**config.mk**
```make
export PLATFORM = sky130hd
export DESIGN_NAME = syncrx_hunt
export DESIGN_NICKNAME = d
export VERILOG_FILES = /design/src/rtl/syncrx_pkg.sv /design/src/rtl/syncrx_rstsync.sv /design/src/rtl/syncrx_edge.sv /design/src/rtl/syncrx_deser.sv /design/src/rtl/syncrx_ctrl.sv /design/src/rtl/syncrx_hunt.sv
export SDC_FILE = /design/constraint.sdc
export NUM_CORES = 1
export LEC_CHECK = 0
export ABC_AREA = 1
export CAP_MARGIN = 20
export CORE_MARGIN = 1
export CORE_UTILIZATION = 57
export DETAILED_ROUTE_END_ITERATION = 8
export GPL_TIMING_DRIVEN = 0
export PLACE_DENSITY = 0.87
export SETUP_SLACK_MARGIN = 0.2
export SLEW_MARGIN = 5
export SYNTH_ARGS = -nofsm -noshare
export SYNTH_HDL_FRONTEND = slang
export SYNTH_SLANG_ARGS = --single-unit
```
**constraint.sdc**
```tcl
create_clock -name clk -period 3.4 [get_ports clk]
set_clock_uncertainty 0.2 [all_clocks]
set_input_delay 0.68 -clock clk [delete_from_list [all_inputs] [get_ports clk]]
set_output_delay 0.68 -clock clk [all_outputs]
set_load 0.01 [all_outputs]
```
**src/rtl/syncrx_pkg.sv**
```systemverilog
package syncrx_pkg;

  typedef enum logic [1:0] {
    ST_IDLE = 2'd0,
    ST_HUNT = 2'd1,
    ST_SYN2 = 2'd2,
    ST_RUN  = 2'd3
  } rx_state_e;

endpackage

```
**src/rtl/syncrx_rstsync.sv**
```systemverilog
module syncrx_rstsync (
  input  logic clk,
  input  logic rst_n,
  output logic rst_sync_n
);
  logic [1:0] pipe_q;

  always_ff @(posedge clk or negedge rst_n) begin
    if (!rst_n) pipe_q <= 2'b00;
    else        pipe_q <= {pipe_q[0], 1'b1};
  end

  assign rst_sync_n = pipe_q[1];
endmodule

```
**src/rtl/syncrx_edge.sv**
```systemverilog
module syncrx_edge #(
  parameter int N = 2
) (
  input  logic         clk,
  input  logic         rst_n,
  input  logic [N-1:0] din,
  output logic [N-1:0] rise
);
  logic [N-1:0] last_q;

  for (genvar i = 0; i < N; i++) begin : g_edge
    always_ff @(posedge clk or negedge rst_n) begin
      if (!rst_n) last_q[i] <= 1'b0;
      else        last_q[i] <= din[i];
    end
    assign rise[i] = din[i] & ~last_q[i];
  end
endmodule

```
**src/rtl/syncrx_deser.sv**
```systemverilog
module syncrx_deser #(
  parameter int DATA_W = 8
) (
  input  logic              clk,
  input  logic              rst_n,
  input  logic              shift_en,
  input  logic              clr,
  input  logic              rxd,
  output logic [DATA_W-1:0] sr,
  output logic [DATA_W-1:0] sr_next
);
  logic [DATA_W-1:0] sr_q, sr_d;

  // newest bit enters at the top so the first bit ends up in bit 0
  assign sr_next = {rxd, sr_q[DATA_W-1:1]};

  always_comb begin
    sr_d = sr_q;
    if (clr)           sr_d = '0;
    else if (shift_en) sr_d = sr_next;
  end

  always_ff @(posedge clk or negedge rst_n) begin
    if (!rst_n) sr_q <= '0;
    else        sr_q <= sr_d;
  end

  assign sr = sr_q;
endmodule

```
**src/rtl/syncrx_ctrl.sv**
```systemverilog
module syncrx_ctrl
  import syncrx_pkg::*;
#(
  parameter int DATA_W = 8,
  localparam int CNT_W = $clog2(DATA_W + 1)
) (
  input  logic              clk,
  input  logic              rst_n,
  input  logic              bit_en,
  input  logic              rxd,
  input  logic              en,
  input  logic              en_rise,
  input  logic              xs_rise,
  input  logic              ext_en,
  input  logic              double_syn,
  input  logic              strip_en,
  input  logic              par_en,
  input  logic              par_odd,
  input  logic [DATA_W-1:0] syn1,
  input  logic [DATA_W-1:0] syn2,
  input  logic [DATA_W-1:0] sr,
  input  logic [DATA_W-1:0] sr_next,
  output logic              shift_en,
  output logic              sr_clr,
  output logic              load,
  output logic [DATA_W-1:0] load_data,
  output logic              load_perr,
  output logic              syn_set,
  output rx_state_e         state
);
  localparam logic [CNT_W-1:0] LAST_D  = CNT_W'(DATA_W - 1);
  localparam logic [CNT_W-1:0] PAR_POS = CNT_W'(DATA_W);

  rx_state_e        st_q, st_d;
  logic [CNT_W-1:0] cnt_q, cnt_d;
  logic             tail_q, tail_d;   // parity bit of the matched syn1 pending
  logic             prev_q, prev_d;   // last framed character was syn1
  logic             pend_q, pend_d;   // external sync waiting for a bit

  logic [DATA_W-1:0] char_w;
  logic              at_last, data_bit, is_syn1, is_syn2, perr_w;

  assign char_w   = par_en ? sr : sr_next;
  assign at_last  = par_en ? (cnt_q == PAR_POS) : (cnt_q == LAST_D);
  assign data_bit = (cnt_q < PAR_POS);
  assign is_syn1  = !ext_en && (char_w == syn1);
  assign is_syn2  = !ext_en && double_syn && prev_q && (char_w == syn2);
  assign perr_w   = par_en & ((^sr) ^ rxd ^ par_odd);

  always_comb begin
    st_d     = st_q;
    cnt_d    = cnt_q;
    tail_d   = tail_q;
    prev_d   = prev_q;
    pend_d   = pend_q;
    shift_en = 1'b0;
    sr_clr   = 1'b0;
    load     = 1'b0;
    syn_set  = 1'b0;
    if (!en || en_rise) begin
      st_d   = en ? ST_HUNT : ST_IDLE;
      cnt_d  = '0;
      tail_d = 1'b0;
      prev_d = 1'b0;
      pend_d = 1'b0;
      sr_clr = 1'b1;
    end else begin
      if (xs_rise && ext_en && st_q != ST_IDLE) pend_d = 1'b1;
      if (bit_en) begin
        if (ext_en && pend_q) begin
          st_d     = ST_RUN;
          pend_d   = xs_rise;
          shift_en = 1'b1;
          cnt_d    = CNT_W'(1);
          tail_d   = 1'b0;
          prev_d   = 1'b0;
          syn_set  = 1'b1;
        end else begin
          unique case (st_q)
            ST_HUNT: begin
              if (!ext_en) begin
                shift_en = 1'b1;
                if (sr_next == syn1) begin
                  syn_set = !double_syn;
                  st_d    = double_syn ? ST_SYN2 : ST_RUN;
                  cnt_d   = '0;
                  tail_d  = par_en;
                  prev_d  = 1'b0;
                end
              end
            end
            ST_SYN2, ST_RUN: begin
              if (tail_q) begin
                tail_d = 1'b0;
              end else begin
                shift_en = data_bit;
                if (at_last) begin
                  cnt_d = '0;
                  if (st_q == ST_SYN2) begin
                    if (char_w == syn2) begin
                      st_d    = ST_RUN;
                      syn_set = 1'b1;
                    end else begin
                      st_d = ST_HUNT;
                    end
                  end else begin
                    syn_set = double_syn ? is_syn2 : is_syn1;
                    prev_d  = is_syn1;
                    load    = !(strip_en && (is_syn1 || is_syn2));
                  end
                end else begin
                  cnt_d = cnt_q + CNT_W'(1);
                end
              end
            end
            default: ;
          endcase
        end
      end
    end
  end

  always_ff @(posedge clk or negedge rst_n) begin
    if (!rst_n) begin
      st_q   <= ST_IDLE;
      cnt_q  <= '0;
      tail_q <= 1'b0;
      prev_q <= 1'b0;
      pend_q <= 1'b0;
    end else begin
      st_q   <= st_d;
      cnt_q  <= cnt_d;
      tail_q <= tail_d;
      prev_q <= prev_d;
      pend_q <= pend_d;
    end
  end

  assign load_data = char_w;
  assign load_perr = perr_w;
  assign state     = st_q;
endmodule

```
**src/rtl/syncrx_hunt.sv**
```systemverilog
module syncrx_hunt
  import syncrx_pkg::*;
#(
  parameter int DATA_W = 8
) (
  input  logic              clk,
  input  logic              rst_n,
  input  logic              bit_en,
  input  logic              rxd,
  input  logic              rx_enable,
  input  logic [DATA_W-1:0] syn1,
  input  logic [DATA_W-1:0] syn2,
  input  logic              double_syn,
  input  logic              strip_en,
  input  logic              ext_sync_en,
  input  logic              ext_sync,
  input  logic              par_en,
  input  logic              par_odd,
  input  logic              data_rd,
  input  logic              status_rd,
  output logic [DATA_W-1:0] rx_data,
  output logic              rx_ready,
  output logic              parity_err,
  output logic              overrun,
  output logic              syn_det
);
  logic              rst_sync_n;
  logic [1:0]        rise;
  logic              shift_en, sr_clr, load, load_perr, syn_set;
  logic [DATA_W-1:0] sr, sr_next, load_data;
  rx_state_e         st;

  logic [DATA_W-1:0] data_q, data_d;
  logic              rdy_q, rdy_d, perr_q, perr_d, ovr_q, ovr_d, syn_q, syn_d;

  syncrx_rstsync u_rst (
    .clk        (clk),
    .rst_n      (rst_n),
    .rst_sync_n (rst_sync_n)
  );

  syncrx_edge #(.N(2)) u_edge (
    .clk   (clk),
    .rst_n (rst_sync_n),
    .din   ({ext_sync, rx_enable}),
    .rise  (rise)
  );

  syncrx_deser #(.DATA_W(DATA_W)) u_deser (
    .clk      (clk),
    .rst_n    (rst_sync_n),
    .shift_en (shift_en),
    .clr      (sr_clr),
    .rxd      (rxd),
    .sr       (sr),
    .sr_next  (sr_next)
  );

  syncrx_ctrl #(.DATA_W(DATA_W)) u_ctrl (
    .clk        (clk),
    .rst_n      (rst_sync_n),
    .bit_en     (bit_en),
    .rxd        (rxd),
    .en         (rx_enable),
    .en_rise    (rise[0]),
    .xs_rise    (rise[1]),
    .ext_en     (ext_sync_en),
    .double_syn (double_syn),
    .strip_en   (strip_en),
    .par_en     (par_en),
    .par_odd    (par_odd),
    .syn1       (syn1),
    .syn2       (syn2),
    .sr         (sr),
    .sr_next    (sr_next),
    .shift_en   (shift_en),
    .sr_clr     (sr_clr),
    .load       (load),
    .load_data  (load_data),
    .load_perr  (load_perr),
    .syn_set    (syn_set),
    .state      (st)
  );

  always_comb begin
    data_d = load ? load_data : data_q;
    perr_d = load ? load_perr : perr_q;
    rdy_d  = load ? 1'b1 : (data_rd ? 1'b0 : rdy_q);
    ovr_d  = (load && rdy_q && !data_rd) ? 1'b1 : (status_rd ? 1'b0 : ovr_q);
    syn_d  = syn_set ? 1'b1 : (status_rd ? 1'b0 : syn_q);
  end

  always_ff @(posedge clk or negedge rst_sync_n) begin
    if (!rst_sync_n) begin
      data_q <= '0;
      perr_q <= 1'b0;
      rdy_q  <= 1'b0;
      ovr_q  <= 1'b0;
      syn_q  <= 1'b0;
    end else begin
      data_q <= data_d;
      perr_q <= perr_d;
      rdy_q  <= rdy_d;
      ovr_q  <= ovr_d;
      syn_q  <= syn_d;
    end
  end

  assign rx_data    = data_q;
  assign rx_ready   = rdy_q;
  assign parity_err = perr_q;
  assign overrun    = ovr_q;
  assign syn_det    = syn_q;
endmodule

```
==> flow_metrics.py <==
metrics = {
    "placement": {
        "dpl.cell_count": 418,
        "portBuffers": 40,
        "globalplace.congestion": 0.963,
        "hpwl_um": 4380,
        "dpl_cell_area_um2": 2830,
    },
    "outcome": {
        "status": "finished clean",
    },
    "timing": {
        "fin_tns_setup_ns": 0,
        "drv_slew": 0,
        "fmax_mhz": 378,
        "worst_pin_slew_ns": 0.522,
        "rsz0062_at_grt": "false",
        "timing.hold.ws_ns": 0.0144,
        "hold_viol_final": 0,
        "max_slew_margin_pct": 65.2,
        "setup_violations": 0,
        "period_minus_slack_ns": 2.65,
        "timing.final.crit_share_pct": 77.8,
    },
    "synth": {
        "ys_ff_latch": 33,
        "syn-cell-area_um2": 2350,
        "avgSynthCellArea_um2": 7.13,
        "syn_inst": 329,
        "yosys_warnings": 0,
        "yosysUniqueCellTypes": 29,
        "synthesis.nets": 360,
        "yosysSeqAreaShare_pct": 35.2,
    },
    "floorplan": {
        "num_rows": 22,
        "ios": 41,
        "start_util_pct": 61.8,
        "die-area_um2": 4380,
        "fp.dieH_um": 66.2,
        "fp.dieW_um": 66.2,
        "coreArea_um2": 3800,
    },
    "clocking": {
        "cts_tree": "done",
        "clock-sinks": 33,
        "clkLatencyLatePin_ns": 0.29,
        "numCtsBuffers": 5,
        "cts_resized": 0,
        "cts_hold_buf": 0,
        "clk_pin_slew_ns": 0.06,
        "htreeDepth": 2,
        "clockBufferDepth": 2,
        "cts_setup_buffers": 0,
        "root_buffer": "clkbuf_8",
    },
    "critical_path": {
        "rrSetupSlack_ns": 1.26,
        "crit_path_start_kind": "input pin",
        "r2r_start": "u_ctrl.pend_q",
        "crit_path_end_kind": "flop",
        "r2r_cells": 10,
        "path_max_fanout": 10,
        "crit_type": "in -> reg",
        "cp_data_arrival_time_ns": 2.62,
        "r2r-end": "rx_data[5]",
        "crit_required_ns": 3.38,
    },
    "cells_and_area": {
        "final_cells": 424,
        "post-route-util_pct": 76.5,
        "nets": 408,
        "mostFrequentLayoutCell": "nand2_1",
        "drive_above_1_share_pct": 11.2,
        "design_area_um2": 2910,
        "antenna_cells": 0,
        "syn2layout_area_growth_pct": 23.9,
        "final_cell_mix": "105 x nand2_1, 48 x inv_1, 40 x clkdlybuf4s50_1",
    },
    "route": {
        "viasPerCell": 5.26,
        "via_count": 2229,
        "dr.pass1.iters": 5,
        "drt_iter0_markers": 160,
        "drcViolationCount": 0,
        "wl_um": 5450,
        "drtAntennaViolNets": 0,
        "wire_per_inst_um": 12.9,
    },
    "global_routing": {
        "antenna_found_initial": 0,
        "grt-ovfl-total": 0,
        "grt_use_total_pct": 29.6,
        "grt_max_degree": 22,
        "grt_pass1_vias": 2133,
        "grt_pass1_wl_um": 9690,
    },
    "job": {
        "drv_cap": 0,
    },
    "pwr": {
        "leakage_nw": 1.49,
        "ir_drop_v": 0.000232,
        "cellPowerDensity_nw_per_um2": 285,
    },
    "worst_hold_path": {
        "hold_path.class": "reg -> async",
    },
}
-- cells in the mapped netlist --
cell | number | area share (%)
dfrtp_1 | 33 | 35
nor3_1 | 3 | 0.64
buf_6 | 4 | 1.9
conb_1 | 1 | 0.16
xnor2_1 | 11 | 4.1
nand3_2 | 10 | 4.3
nor4_4 | 1 | 0.91
nand2_4 | 6 | 2.9
o21a_1 | 1 | 0.32
nor2_2 | 4 | 1.1
xor2_1 | 5 | 1.9
nand2_2 | 6 | 1.6
a21oi_1 | 7 | 1.5
o21ai_0 | 7 | 1.5
nand4_1 | 5 | 1.3
a21o_1 | 1 | 0.32
o31ai_1 | 1 | 0.32
and2_1 | 1 | 0.27
nand2_1 | 105 | 17
inv_1 | 48 | 7.7
o21ai_1 | 4 | 0.85
nand4_2 | 1 | 0.53
nor2_1 | 20 | 3.2
nand3_1 | 32 | 6.8
ha_1 | 2 | 1.1
o21ai_4 | 1 | 0.69
inv_2 | 2 | 0.32
a31oi_1 | 1 | 0.27
o22ai_1 | 6 | 1.6
-- kinds of logic (layout without fill, tap and decap cells) --
| group | count (synthesis) | in the layout | share of synthesized area [%] |
|---|---|---|---|
| AND/OR/NAND/NOR | 194 | 194 | 40.3 |
| buffers and inverters | 54 | 101 | 9.92 |
| flip-flops | 33 | 33 | 35.2 |
| AO/OA/AOI/OAI | 29 | 29 | 7.36 |
| XOR/XNOR | 16 | 16 | 5.97 |
| adder cells (fa/ha/maj) | 2 | 2 | 1.07 |
| other | 1 | 1 | 0.160 |
-- worst max path at each step --
stage,startpoint,endpoint,slack [ns],cells after the start
2_1_floorplan,ext_sync_en,parity_err,1.31,10
3_3_place_gp,par_en,rx_ready,0.54,13
3_5_place_dp,par_en,rx_data[5],0.45,10
4_1_cts,par_en,rx_data[5],0.75,10
5_1_grt,par_en,rx_ready,0.59,14
6_report,par_en,rx_data[5],0.75,10
-- metal layers --
metal | GRT usage, % | vias up | part of all wire [%]
met5 | 0 | - | 0
met4 | 7.98 | 0 | 1.1
met3 | 5.34 | 7 | 5.8
met2 | 48.2 | 69 | 48
met1 | 40.3 | 1023 | 45
li1 | - | 1130 | -
-- per-stage QoR --
| stage | setup slack [ns] | power, mW |
|---|---|---|
| 6_report | 0.754 | 0.828 |
| 5_1_grt | 0.594 | 0.866 |
| 4_1_cts | 0.746 | 0.831 |
| 3_5_place_dp | 0.448 | 0.566 |
| 3_3_place_gp | 0.541 | 0.559 |
| 2_1_floorplan | 1.31 | 0.500 |
-- where the power goes --
part	internal, mW	switching (mW)
Combinational	0.0653	0.0834
Sequential	0.401	0.0109
Clock	0.134	0.133
-- worst max-delay path, stage by stage --
cell             delay (ns)
clkdlybuf4s50_1        0.53
inv_2                  0.14
buf_6                  0.21
nand4_2                0.15
o21ai_4                0.13
nand2_2                0.12
nor4_4                 0.28
nand2_2                0.21
nand2_1                0.11
nand2_1                0.05
-- state kept, by name, indices dropped and copies added (netlist names) --
| signal | count |
|---|---|
| u_ctrl.cnt_q | 4 |
| u_ctrl.tail_q | 1 |
| u_edge.last_q | 2 |
| parity_err | 1 |
| u_deser.sr | 8 |
| u_ctrl.pend_q | 1 |
| syn_det | 1 |
| rx_ready | 1 |
| rx_data | 8 |
| u_ctrl.state | 2 |
| overrun | 1 |
| u_rst.pipe_q | 2 |
| u_ctrl.prev_q | 1 |
-- layout make-up --
cell class	instances	area (um^2)
Clock inverter	1	5.00
Sequential cell	33	826
Clock buffer	5	68.8
Buffer	4	45.0
Timing Repair Buffer	41	428
Inverter	50	188
Multi-Input combinational cell	242	1290
Fill cell	310	891
Tap cell	48	60.1
(Power assumes the default switching activity.)
